**src/rtl/nic_regs_pkg.sv**
```systemverilog
package nic_regs_pkg;

    localparam int ADDR_W = 5;
    localparam int DATA_W = 32;
    localparam int REG_W  = 16;
    localparam int IDX_W  = 8;

    // Byte offsets of the three host ports
    localparam logic [ADDR_W-1:0] OFS_DATA = 5'h10;
    localparam logic [ADDR_W-1:0] OFS_PTR  = 5'h14;
    localparam logic [ADDR_W-1:0] OFS_CFG  = 5'h1C;

    // Register indexes behind the pointer
    localparam logic [IDX_W-1:0] IDX_STATUS = 8'd0;
    localparam logic [IDX_W-1:0] IDX_MASK   = 8'd3;
    localparam logic [IDX_W-1:0] IDX_RING   = 8'd6;
    localparam logic [IDX_W-1:0] IDX_MODE   = 8'd15;

    // Control bit positions in a status write
    localparam int B_INIT  = 0;
    localparam int B_START = 1;
    localparam int B_STOP  = 2;
    localparam int B_IEN   = 6;

    // Mode register disable bits
    localparam int B_DIS_RX = 0;
    localparam int B_DIS_TX = 1;

    typedef enum logic [2:0] {
        SEL_NONE,
        SEL_STATUS,
        SEL_MASK,
        SEL_RING,
        SEL_MODE
    } reg_sel_e;

    // Stored state of the status register (derived bits excluded)
    typedef struct packed {
        logic [3:0] err;    // bits 14:11
        logic       rint;   // bit 10
        logic       tint;   // bit 9
        logic       idone;  // bit 8
        logic       ien;    // bit 6
        logic       start;  // bit 1
        logic       stop;   // bit 0..2 group
        logic       init;
    } ctl_state_t;

    localparam ctl_state_t CTL_STOPPED = '{
        err: 4'h0, rint: 1'b0, tint: 1'b0, idone: 1'b0,
        ien: 1'b0, start: 1'b0, stop: 1'b1, init: 1'b0
    };

    function automatic reg_sel_e index_to_sel(input logic [IDX_W-1:0] idx);
        reg_sel_e s;
        case (idx)
            IDX_STATUS: s = SEL_STATUS;
            IDX_MASK:   s = SEL_MASK;
            IDX_RING:   s = SEL_RING;
            IDX_MODE:   s = SEL_MODE;
            default:    s = SEL_NONE;
        endcase
        return s;
    endfunction

    // Event group, bits 14:8 of the status register, as a 7-bit vector
    function automatic logic [6:0] event_bits(input ctl_state_t s);
        return {s.err, s.rint, s.tint, s.idone};
    endfunction

    function automatic logic [REG_W-1:0] pack_status(
        input ctl_state_t s,
        input logic       flag,
        input logic       rxo,
        input logic       txo
    );
        return {(|s.err), s.err, s.rint, s.tint, s.idone, flag, s.ien,
                rxo, txo, 1'b0, s.stop, s.start, s.init};
    endfunction

endpackage

```
**src/rtl/nic_reg_decode.sv**
```systemverilog
module nic_reg_decode
    import nic_regs_pkg::*;
(
    input  logic                 clk,
    input  logic                 rst,
    input  logic                 bus_sel,
    input  logic                 bus_wr,
    input  logic [ADDR_W-1:0]    bus_addr,
    input  logic [IDX_W-1:0]     wdata_lo,
    output logic [IDX_W-1:0]     ptr,
    output reg_sel_e             sel,
    output logic                 data_wr,
    output logic                 data_rd,
    output logic                 ptr_rd
);

    logic [IDX_W-1:0] ptr_q;
    logic             ptr_wr;

    assign ptr_wr  = bus_sel &&  bus_wr && (bus_addr == OFS_PTR);
    assign ptr_rd  = bus_sel && !bus_wr && (bus_addr == OFS_PTR);
    assign data_wr = bus_sel &&  bus_wr && (bus_addr == OFS_DATA);
    assign data_rd = bus_sel && !bus_wr && (bus_addr == OFS_DATA);

    always_ff @(posedge clk) begin
        if (rst)         ptr_q <= '0;
        else if (ptr_wr) ptr_q <= wdata_lo;
    end

    assign ptr = ptr_q;
    assign sel = index_to_sel(ptr_q);

    AST_PTR_LOAD: assert property (@(posedge clk) disable iff (rst)
        ptr_wr |=> (ptr == $past(wdata_lo)));

    AST_PTR_HOLD: assert property (@(posedge clk) disable iff (rst)
        !ptr_wr |=> $stable(ptr));

endmodule

```
**src/rtl/nic_status_unit.sv**
```systemverilog
module nic_status_unit
    import nic_regs_pkg::*;
(
    input  logic              clk,
    input  logic              rst,
    input  logic              wr,
    input  logic [REG_W-1:0]  wdata,
    input  logic              rx_event,
    input  logic              tx_event,
    input  logic [3:0]        err_event,
    input  logic              fetch_done,
    input  logic              dis_rx,
    input  logic              dis_tx,
    input  logic [6:0]        mask,
    output logic [REG_W-1:0]  status_word,
    output logic              irq,
    output logic              rx_on,
    output logic              tx_on,
    output logic              init_req,
    output logic              ring_rewind
);

    ctl_state_t st_q, st_d;
    logic       stop_wr;
    logic       init_wr;
    logic       flag;
    logic       init_req_q;
    logic       rewind_q;

    assign stop_wr = wr && wdata[B_STOP];
    assign init_wr = wr && !wdata[B_STOP] && wdata[B_INIT];

    always_comb begin
        st_d = st_q;
        if (stop_wr) begin
            st_d = CTL_STOPPED;
        end else begin
            if (wr) begin
                st_d.err   = st_d.err & ~wdata[14:11];
                st_d.rint  = st_d.rint  & ~wdata[10];
                st_d.tint  = st_d.tint  & ~wdata[9];
                st_d.idone = st_d.idone & ~wdata[8];
                st_d.ien   = wdata[B_IEN];
                if (wdata[B_INIT]) begin
                    st_d.init = 1'b1;
                    st_d.stop = 1'b0;
                end
                if (wdata[B_START]) begin
                    st_d.start = 1'b1;
                    st_d.stop  = 1'b0;
                end
            end
            // Event sets are applied after the clears so they win
            st_d.err   = st_d.err | err_event;
            st_d.rint  = st_d.rint  | rx_event;
            st_d.tint  = st_d.tint  | tx_event;
            st_d.idone = st_d.idone | fetch_done;
        end
    end

    always_ff @(posedge clk) begin
        if (rst) begin
            st_q       <= CTL_STOPPED;
            init_req_q <= 1'b0;
            rewind_q   <= 1'b0;
        end else begin
            st_q       <= st_d;
            init_req_q <= init_wr;
            rewind_q   <= stop_wr;
        end
    end

    assign flag        = |(event_bits(st_q) & ~mask);
    assign irq         = flag && st_q.ien;
    assign rx_on       = st_q.start && !dis_rx;
    assign tx_on       = st_q.start && !dis_tx;
    assign init_req    = init_req_q;
    assign ring_rewind = rewind_q;
    assign status_word = pack_status(st_q, flag, rx_on, tx_on);

    AST_STOP_ONLY: assert property (@(posedge clk) disable iff (rst)
        stop_wr |=> (status_word == 16'h0004));

    AST_RX_SET_WINS: assert property (@(posedge clk) disable iff (rst)
        (rx_event && !stop_wr) |=> st_q.rint);

    AST_TX_SET_WINS: assert property (@(posedge clk) disable iff (rst)
        (tx_event && !stop_wr) |=> st_q.tint);

    AST_FETCH_IDONE: assert property (@(posedge clk) disable iff (rst)
        (fetch_done && !stop_wr) |=> st_q.idone);

    AST_INIT_REQ_STATE: assert property (@(posedge clk) disable iff (rst)
        init_req |-> (st_q.init && !st_q.stop && !ring_rewind));

    AST_RUN_EXCL: assert property (@(posedge clk) disable iff (rst)
        !(st_q.start && st_q.stop));

endmodule

```
**src/rtl/nic_ring_cfg.sv**
```systemverilog
module nic_ring_cfg
    import nic_regs_pkg::*;
#(
    parameter int MAX_RING_LOG2 = 9,
    parameter int RING_W        = MAX_RING_LOG2 + 1
)(
    input  logic              clk,
    input  logic              rst,
    input  logic              wr,
    input  logic [7:0]        wdata_hi,
    input  logic              fetch_done,
    input  logic [3:0]        fetch_rx_log2,
    input  logic [3:0]        fetch_tx_log2,
    output logic [REG_W-1:0]  ring_word,
    output logic [RING_W-1:0] rx_size,
    output logic [RING_W-1:0] tx_size
);

    localparam int         LANES = 2;
    localparam logic [3:0] MAX_L = 4'(MAX_RING_LOG2);

    logic [LANES-1:0][3:0]        l2_q;
    logic [LANES-1:0][RING_W-1:0] size;
    logic [LANES*4-1:0]           fetch_l2;

    assign fetch_l2 = {fetch_tx_log2, fetch_rx_log2};

    // Lane 0 is receive (bits 11:8), lane 1 is transmit (bits 15:12)
    for (genvar g = 0; g < LANES; g++) begin : g_lane
        logic [3:0] eff;

        always_ff @(posedge clk) begin
            if (rst)             l2_q[g] <= '0;
            else if (fetch_done) l2_q[g] <= fetch_l2[4*g +: 4];
            else if (wr)         l2_q[g] <= wdata_hi[4*g +: 4];
        end

        assign eff     = (l2_q[g] > MAX_L) ? MAX_L : l2_q[g];
        assign size[g] = RING_W'(1) << eff;
    end

    assign rx_size   = size[0];
    assign tx_size   = size[1];
    assign ring_word = {l2_q[1], l2_q[0], 8'h00};

    AST_RING_POW2: assert property (@(posedge clk) disable iff (rst)
        ($countones(rx_size) == 1) && ($countones(tx_size) == 1));

    AST_RING_HOLD: assert property (@(posedge clk) disable iff (rst)
        (!wr && !fetch_done) |=> $stable(ring_word));

endmodule

```
**src/rtl/nic_reg_front.sv**
```systemverilog
module nic_reg_front
    import nic_regs_pkg::*;
#(
    parameter  int MAX_RING_LOG2 = 9,
    localparam int RING_W        = MAX_RING_LOG2 + 1
)(
    input  logic              clk,
    input  logic              rst,
    input  logic              bus_sel,
    input  logic              bus_wr,
    input  logic [4:0]        bus_addr,
    input  logic [31:0]       bus_wdata,
    output logic [31:0]       bus_rdata,
    input  logic              rx_event,
    input  logic              tx_event,
    input  logic [3:0]        err_event,
    input  logic              fetch_done,
    input  logic [15:0]       fetch_mode,
    input  logic [3:0]        fetch_rx_log2,
    input  logic [3:0]        fetch_tx_log2,
    output logic              irq,
    output logic              rx_on,
    output logic              tx_on,
    output logic [RING_W-1:0] rx_ring_size,
    output logic [RING_W-1:0] tx_ring_size,
    output logic              init_req,
    output logic              ring_rewind
);

    logic [IDX_W-1:0] ptr;
    reg_sel_e         sel;
    logic             data_wr, data_rd, ptr_rd;
    logic             cfg_rd;
    logic [REG_W-1:0] status_word, ring_word;
    logic [REG_W-1:0] mode_q;
    logic [6:0]       mask_q;
    logic [REG_W-1:0] wd;
    logic [REG_W-1:0] sel_word;
    logic             unused_bits;

    assign wd          = bus_wdata[REG_W-1:0];
    assign unused_bits = ^{bus_wdata[31:16], wd[15], wd[7:0]};
    assign cfg_rd      = bus_sel && !bus_wr && (bus_addr == OFS_CFG);

    nic_reg_decode u_decode (
        .clk      (clk),
        .rst      (rst),
        .bus_sel  (bus_sel),
        .bus_wr   (bus_wr),
        .bus_addr (bus_addr),
        .wdata_lo (bus_wdata[IDX_W-1:0]),
        .ptr      (ptr),
        .sel      (sel),
        .data_wr  (data_wr),
        .data_rd  (data_rd),
        .ptr_rd   (ptr_rd)
    );

    always_ff @(posedge clk) begin
        if (rst) begin
            mode_q <= '0;
            mask_q <= '0;
        end else begin
            if (fetch_done)                       mode_q <= fetch_mode;
            else if (data_wr && sel == SEL_MODE)  mode_q <= wd;
            if (data_wr && sel == SEL_MASK)       mask_q <= wd[14:8];
        end
    end

    nic_status_unit u_status (
        .clk         (clk),
        .rst         (rst),
        .wr          (data_wr && sel == SEL_STATUS),
        .wdata       (wd),
        .rx_event    (rx_event),
        .tx_event    (tx_event),
        .err_event   (err_event),
        .fetch_done  (fetch_done),
        .dis_rx      (mode_q[B_DIS_RX]),
        .dis_tx      (mode_q[B_DIS_TX]),
        .mask        (mask_q),
        .status_word (status_word),
        .irq         (irq),
        .rx_on       (rx_on),
        .tx_on       (tx_on),
        .init_req    (init_req),
        .ring_rewind (ring_rewind)
    );

    nic_ring_cfg #(
        .MAX_RING_LOG2 (MAX_RING_LOG2),
        .RING_W        (RING_W)
    ) u_ring (
        .clk           (clk),
        .rst           (rst),
        .wr            (data_wr && sel == SEL_RING),
        .wdata_hi      (wd[15:8]),
        .fetch_done    (fetch_done),
        .fetch_rx_log2 (fetch_rx_log2),
        .fetch_tx_log2 (fetch_tx_log2),
        .ring_word     (ring_word),
        .rx_size       (rx_ring_size),
        .tx_size       (tx_ring_size)
    );

    always_comb begin
        case (sel)
            SEL_STATUS: sel_word = status_word;
            SEL_MASK:   sel_word = {1'b0, mask_q, 8'h00};
            SEL_RING:   sel_word = ring_word;
            SEL_MODE:   sel_word = mode_q;
            default:    sel_word = '0;
        endcase
    end

    always_comb begin
        bus_rdata = '0;
        if (ptr_rd)       bus_rdata = {24'h0, ptr};
        else if (data_rd) bus_rdata = {16'h0, sel_word};
        else if (cfg_rd)  bus_rdata = '0;
    end

    AST_RUN_FOLLOWS_MODE: assert property (@(posedge clk) disable iff (rst)
        (rx_on && $stable(mode_q)) |-> !mode_q[B_DIS_RX]);

    AST_IRQ_QUIET_STOPPED: assert property (@(posedge clk) disable iff (rst)
        ring_rewind |-> (!irq && !rx_on && !tx_on));

endmodule

```
**config.mk**
```make
export PLATFORM = sky130hd
export DESIGN_NAME = nic_reg_front
export DESIGN_NICKNAME = d
export VERILOG_FILES = /design/src/rtl/nic_regs_pkg.sv /design/src/rtl/nic_reg_decode.sv /design/src/rtl/nic_status_unit.sv /design/src/rtl/nic_ring_cfg.sv /design/src/rtl/nic_reg_front.sv
export SDC_FILE = /design/constraint.sdc
export NUM_CORES = 1
export LEC_CHECK = 0
export CAP_MARGIN = 20
export CORE_ASPECT_RATIO = 1.5
export CORE_MARGIN = 5
export CORE_UTILIZATION = 45
export DETAILED_ROUTE_END_ITERATION = 6
export PLACE_DENSITY = 0.83
export SETUP_SLACK_MARGIN = 0.2
export SLEW_MARGIN = 15
export SYNTH_ARGS = -nofsm -noshare
export SYNTH_HDL_FRONTEND = slang
export SYNTH_SLANG_ARGS = --single-unit
```
**constraint.sdc**
```tcl
create_clock -name clk -period 4.4 [get_ports clk]
set_clock_uncertainty 0.15 [all_clocks]
set_input_delay 0.44 -clock clk [delete_from_list [all_inputs] [get_ports clk]]
set_output_delay 0.44 -clock clk [all_outputs]
set_load 0.05 [all_outputs]
```
# After elaboration in Yosys (flattened, before gate mapping)
# Cells that the tools add are included.
[word_totals]
output_inout_bits = 57
wordCells = 91
inputBits = 72
ff_bits = 52
[op_classes]
reduce_logical = 33
shift = 2
mux = 16
n_lt_le_gt_ge = 2
n_eq_ne = 9
bitwise_logic = 14
[op_table]
columns = ["op", "n"]
rows = [
  ["two-way mux 16 bit", 4],
  ["one-hot mux 16 bit (4 select lines)", 1],
  ["two-way mux 4 bit", 6],
  ["two-way mux 11 bit", 2],
  ["left shift 1 x 4 -> 10 bit, first input constant", 2],
  ["logical AND 1 bit", 16],
  ["one-hot mux 3 bit (4 select lines)", 1],
  ["equality test 5 bit, second input constant", 2],
  ["nonzero test 2 bit", 5],
  ["equality test 8 x 2 -> 1 bit, second input constant", 1],
  ["equality test 8 x 3 -> 1 bit, second input constant", 1],
  ["equality test 8 x 4 -> 1 bit, second input constant", 1],
  ["greater-than comparator 4 bit, second input constant", 2],
  ["zero test 8 bit", 1],
  ["bitwise AND 7 bit", 1],
  ["inverter 7 bit", 1],
  ["OR reduction 7 bit", 1],
  ["equality test 3 x 2 -> 1 bit, second input constant", 2],
  ["AND reduction 2 bit", 3],
  ["bitwise AND 4 bit", 1],
  ["zero test 1 bit", 4],
  ["two-way mux 2 bit", 2],
  ["inverter 4 bit", 1],
  ["OR 4 bit", 1],
  ["other kinds (8)", 14],
]

# Logic depth before layout (Yosys ltp)
[logic_depth]
ltp_word = 7
depth_mapped = 8
ltp_nobuf = 5

# Hierarchy
# Synthesis repeated with hierarchy kept, for this count alone.
[hier_totals]
hier_cells = 397
area_unflattened_um2 = 3422.0
[modules_own_cells]
columns = ["mod", "area_each_um2", "cells_each", "n_inst"]
rows = [
  ["nic_reg_front", 1830.5, 206, 1],
  ["nic_ring_cfg", 588.1, 74, 1],
  ["nic_status_unit", 549.3, 67, 1],
  ["nic_reg_decode", 454.2, 50, 1],
]

# Worst setup path before layout
# OpenSTA, ideal clock, no wires.
[synth_timing]
kind = "register to output"
start = "reg u_decode.ptr_q[4], in the netlist u_decode.ptr[4]"
end = "out bus_rdata[0]"
path_buffers = 1
path_stages_with_launch = 6
arrival_ns = 2.432
t_required_ns = 3.810
path_slack_ns = 1.378
path_cell_list = "dfxtp_1 -> or4_1 -> clkbuf_1 -> nor2_1 -> o311ai_1 -> o21ai_0"
[synth_via]
elab_chain_cells = 6
word_cells_on_any_way = 12
classes_between = "7 x eq/ne; 4 x mux; 1 x reduce/logical"
[synth_lines]
columns = ["item", "line", "source"]
rows = [
  ["start: declaration", "nic_reg_decode.sv:17", "logic [IDX_W-1:0] ptr_q;"],
  ["start signal: assignment", "nic_reg_decode.sv:27", "else if (ptr_wr) ptr_q <= wdata_lo;"],
  ["equality test 8 x 4 -> 1 bit, or another cell as far along", "nic_regs_pkg.sv:56", "case (idx)"],
  ["one-hot mux 3 bit (4 select lines) *", "nic_regs_pkg.sv:56", ""],
  ["equality test 3 bit, or another cell as far along", "nic_reg_front.sv:107", "case (sel)"],
  ["one-hot mux 16 bit (4 select lines) *", "nic_reg_front.sv:107", ""],
  ["two-way mux 16 bit *", "nic_reg_front.sv:119", "else if (data_rd) bus_rdata = {16'h0, sel_word};"],
  ["two-way mux 16 bit *", "nic_reg_front.sv:118", "if (ptr_rd) bus_rdata = {24'h0, ptr};"],
  ["end: declaration", "nic_reg_front.sv:13", "output logic [31:0] bus_rdata,"],
]
# Mark *: on every way between the ends. The rest lies on a longest branch, timed or not.

# Worst setup path after layout
[layout_timing]
start = "reg u_decode.ptr_q[2], in the netlist u_decode.ptr[2]"
end = "out bus_rdata[15]"
# Same word-level chain as after synthesis.

==> out/results.txt <==
Top Ports = 129
clock sinks = 52
most frequent cells in the layout = 96 x clkdlybuf4s50_1, 57 x nor2_1, 52 x dfxtp_1, 45 x mux2i_1, 16 x conb_1
post-synthesis sequential area ratio = 32.9%
setup bufs post-CTS = 0
sw frac = 28.6%
combinational share of power = 20.9%
crit start category = flop
clk buf depth = 2
pin count of the biggest net entering global routing = 47
Slew HR = 32.7%
Max stage delay cell, worst path = o311ai_1
most frequently used flop master after synthesis = dfxtp_1
CP Capture Type = output pin
Hold-fix buffers, CTS = 0
gpl congestion = 0.839
fin crit share = 88.0%
total wire length = 8810 µm
layout cells sized above 1 = 7.94%
RSZ-0062 raised after global routing = no
final setup fails = 0
Post-CTS Resized = 0
CTS Root Cell = clkbuf_8
number of port buffers = 96
first-pass GRT wire length = 13800 µm
Synth cell types = 50
Die Wd = 78.5 µm
worst-skew pair later-pin latency = 0.30 ns
Pins Over Slew Limit = 0
Internal Pwr Total = 0.760 mW
cells after synthesis = 361
total track usage = 19.2%
Inserted Clock Buffers = 5
f_max = 0.258 GHz
antenna violations before repair = 0
CTS tree = yes
die height = 113 µm
Initial DRC Count = 180
post-route ant nets = 0
Lkg Pwr = 1.72 nW
placed cells = 511
vias in the first global route = 2895
Power per Cell Area = 255 nW/µm²
DR vias/cell = 5.59
Reg power frac = 47.7%
sw power = 0.304 mW
most common cell after layout, fill and taps aside = clkdlybuf4s50_1
Cell Area, Synth = 3160 µm²
part of the power in the clock network = 31.4%
Starting Density = 46.2%
final hold vios = 0
DRC viols = 0
fin crit period = 3.87 ns
Synth Warn # = 0
wire per inst = 17.0 µm
CP Max Fanout = 15
DR vias = 2899
area grow syn2layout = 32.2%
htree depth = 2
Max Cap Violations = 0
Setup Total Neg Slack = 0 ns
worst endpoint required time = 3.81 ns
status = completed
Reg clk slew, reported paths = 0.09 ns
row count = 37
Die Area = 8840 µm²
Min-Delay Path Class = reg -> reg
WP data arrival = 3.28 ns
non-filler instance count after layout = 519
Post-synth EDFFs = 0
# diodes = 0
global-route congestion overflow total = 0
DPL Wire Length = 6460 µm
DR pass1 iterations = 4
largest vdd supply drop = 192 µV
ys async rst share = 0%
#FFs+latches synth = 52
Worst-Margin Slew = 0.993 ns
largest stage delay on the critical path = 0.84 ns
Core ar. = 6850 µm²
worst path cell trace = inv_1 -> o21a_1 -> o311ai_1 -> buf_4 -> a21oi_1 -> clkdlybuf4s50_1
average size of a mapped cell = 8.76 µm²
NumNets Final = 512
Setup CP Type = reg -> out
[path summary, 6_finish.rpt]
| check | from | endpoint | slack [ns] | cells past startpoint |
|---|---|---|---|---|
| worst min-delay path | u_status.status_word[2] | u_status.status_word[2] | 0.34 | 1 |
| worst max-delay path | u_decode.ptr[2] | bus_rdata[15] | 0.53 | 6 |
| worst min register to register | u_status.status_word[2] | u_status.status_word[2] | 0.34 | 1 |
| worst max register to register | u_decode.ptr[3] | mode_q[11] | 1.25 | 5 |
[through the flow]
stage / utilization [%] / hold WS, ns / power (mW) / setup slack (ns) / area, µm²
floorplan: - / 0.291 / 0.661 / 1.38 / 3220
global placement: 59.3 / 0.300 / 0.735 / 0.675 / 4070
global route: 61.0 / 0.365 / 1.10 / 0.352 / 4180
CTS: 61.0 / 0.345 / 1.07 / 0.507 / 4180
finish: 61.0 / 0.342 / 1.06 / 0.528 / 4180
detailed placement: 59.3 / 0.322 / 0.740 / 0.665 / 4070
[final cells by class]
class,count,area (µm²)
tap,78,97.6
clock inverter,3,47.5
fill,624,2670
clock buffer,5,68.8
multi-input combinational,271,1900
inverter,10,37.5
timing repair buffer,100,991
sequential,52,1040
[cell usage after synthesis (2+ instances only)]
cell | instances | area (µm²)
and2_1 | 2 | 12.5
mux2_1 | 10 | 113
mux2i_1 | 45 | 450
dfxtp_1 | 52 | 1040
a21oi_1 | 11 | 55.1
o22a_1 | 6 | 52.6
nor4_4 | 3 | 63.8
nor3b_1 | 2 | 15.0
nor4_1 | 2 | 12.5
nand3_1 | 3 | 15.0
o22ai_1 | 3 | 18.8
o21ai_1 | 2 | 10.0
nor4b_1 | 2 | 17.5
o21a_1 | 5 | 37.5
and4bb_2 | 2 | 25.0
clkbuf_1 | 15 | 56.3
buf_4 | 17 | 128
a22oi_1 | 11 | 82.6
a21o_1 | 3 | 22.5
o21ai_0 | 8 | 40.0
nor2_1 | 57 | 214
buf_2 | 7 | 35.0
nor2b_1 | 7 | 43.8
mux2_2 | 14 | 158
o31a_1 | 2 | 17.5
nand2b_1 | 6 | 37.5
nand3b_1 | 2 | 15.0
and4_1 | 3 | 26.3
nand2_1 | 14 | 52.6
or4_1 | 3 | 22.5
buf_1 | 2 | 7.51
nor3_1 | 11 | 55.1
a221oi_1 | 3 | 26.3
inv_1 | 10 | 37.5
[power by group through the flow]
| stage | Clock, mW | Combinational (mW) | Sequential [mW] |
|---|---|---|---|
| 6_report | 0.334 | 0.223 | 0.508 |
| 3_3_place_gp | 0 | 0.218 | 0.517 |
| 4_1_cts | 0.340 | 0.223 | 0.507 |
| 2_1_floorplan | 0 | 0.154 | 0.507 |
| 3_5_place_dp | 0 | 0.222 | 0.518 |
| 5_1_grt | 0.355 | 0.237 | 0.510 |
[routing by layer]
layer / vias to the layer above / global-route usage (%) / part of all wire, %
met5: - / 0 / 0
met4: 0 / 8.87 / 2.3
met3: 16 / 4.49 / 6.5
met2: 117 / 33.8 / 51
met1: 1354 / 21.7 / 40
li1: 1412 / - / -
[registers in the layout (all words and copies together), names as in the netlist]
register / cells
u_ring.ring_word: 8
u_decode.ptr: 8
u_status.status_word: 11
mode_q: 16
u_status.init_req: 1
u_status.ring_rewind: 1
mask_q: 7
[critical path, delay by kind of cell, from the launching register on]
family	cells	cell delay, ns
buf+inv	3	1.17
flops	1	0.69
compound gates	3	1.13
[cells by family (layout without fill, tap and decap cells)]
logic type      after synthesis  after routing  synth area share, %
other cells                   1             16                0.119
mux                          69             69                 22.8
buf+inv                      53            118                 8.86
simple gates                124            124                 21.7
compound gates               61             61                 13.4
flops                        52             52                 32.9
xor+xnor                      1              1                0.277
Note: power is estimated with default switching activity, not from simulation.
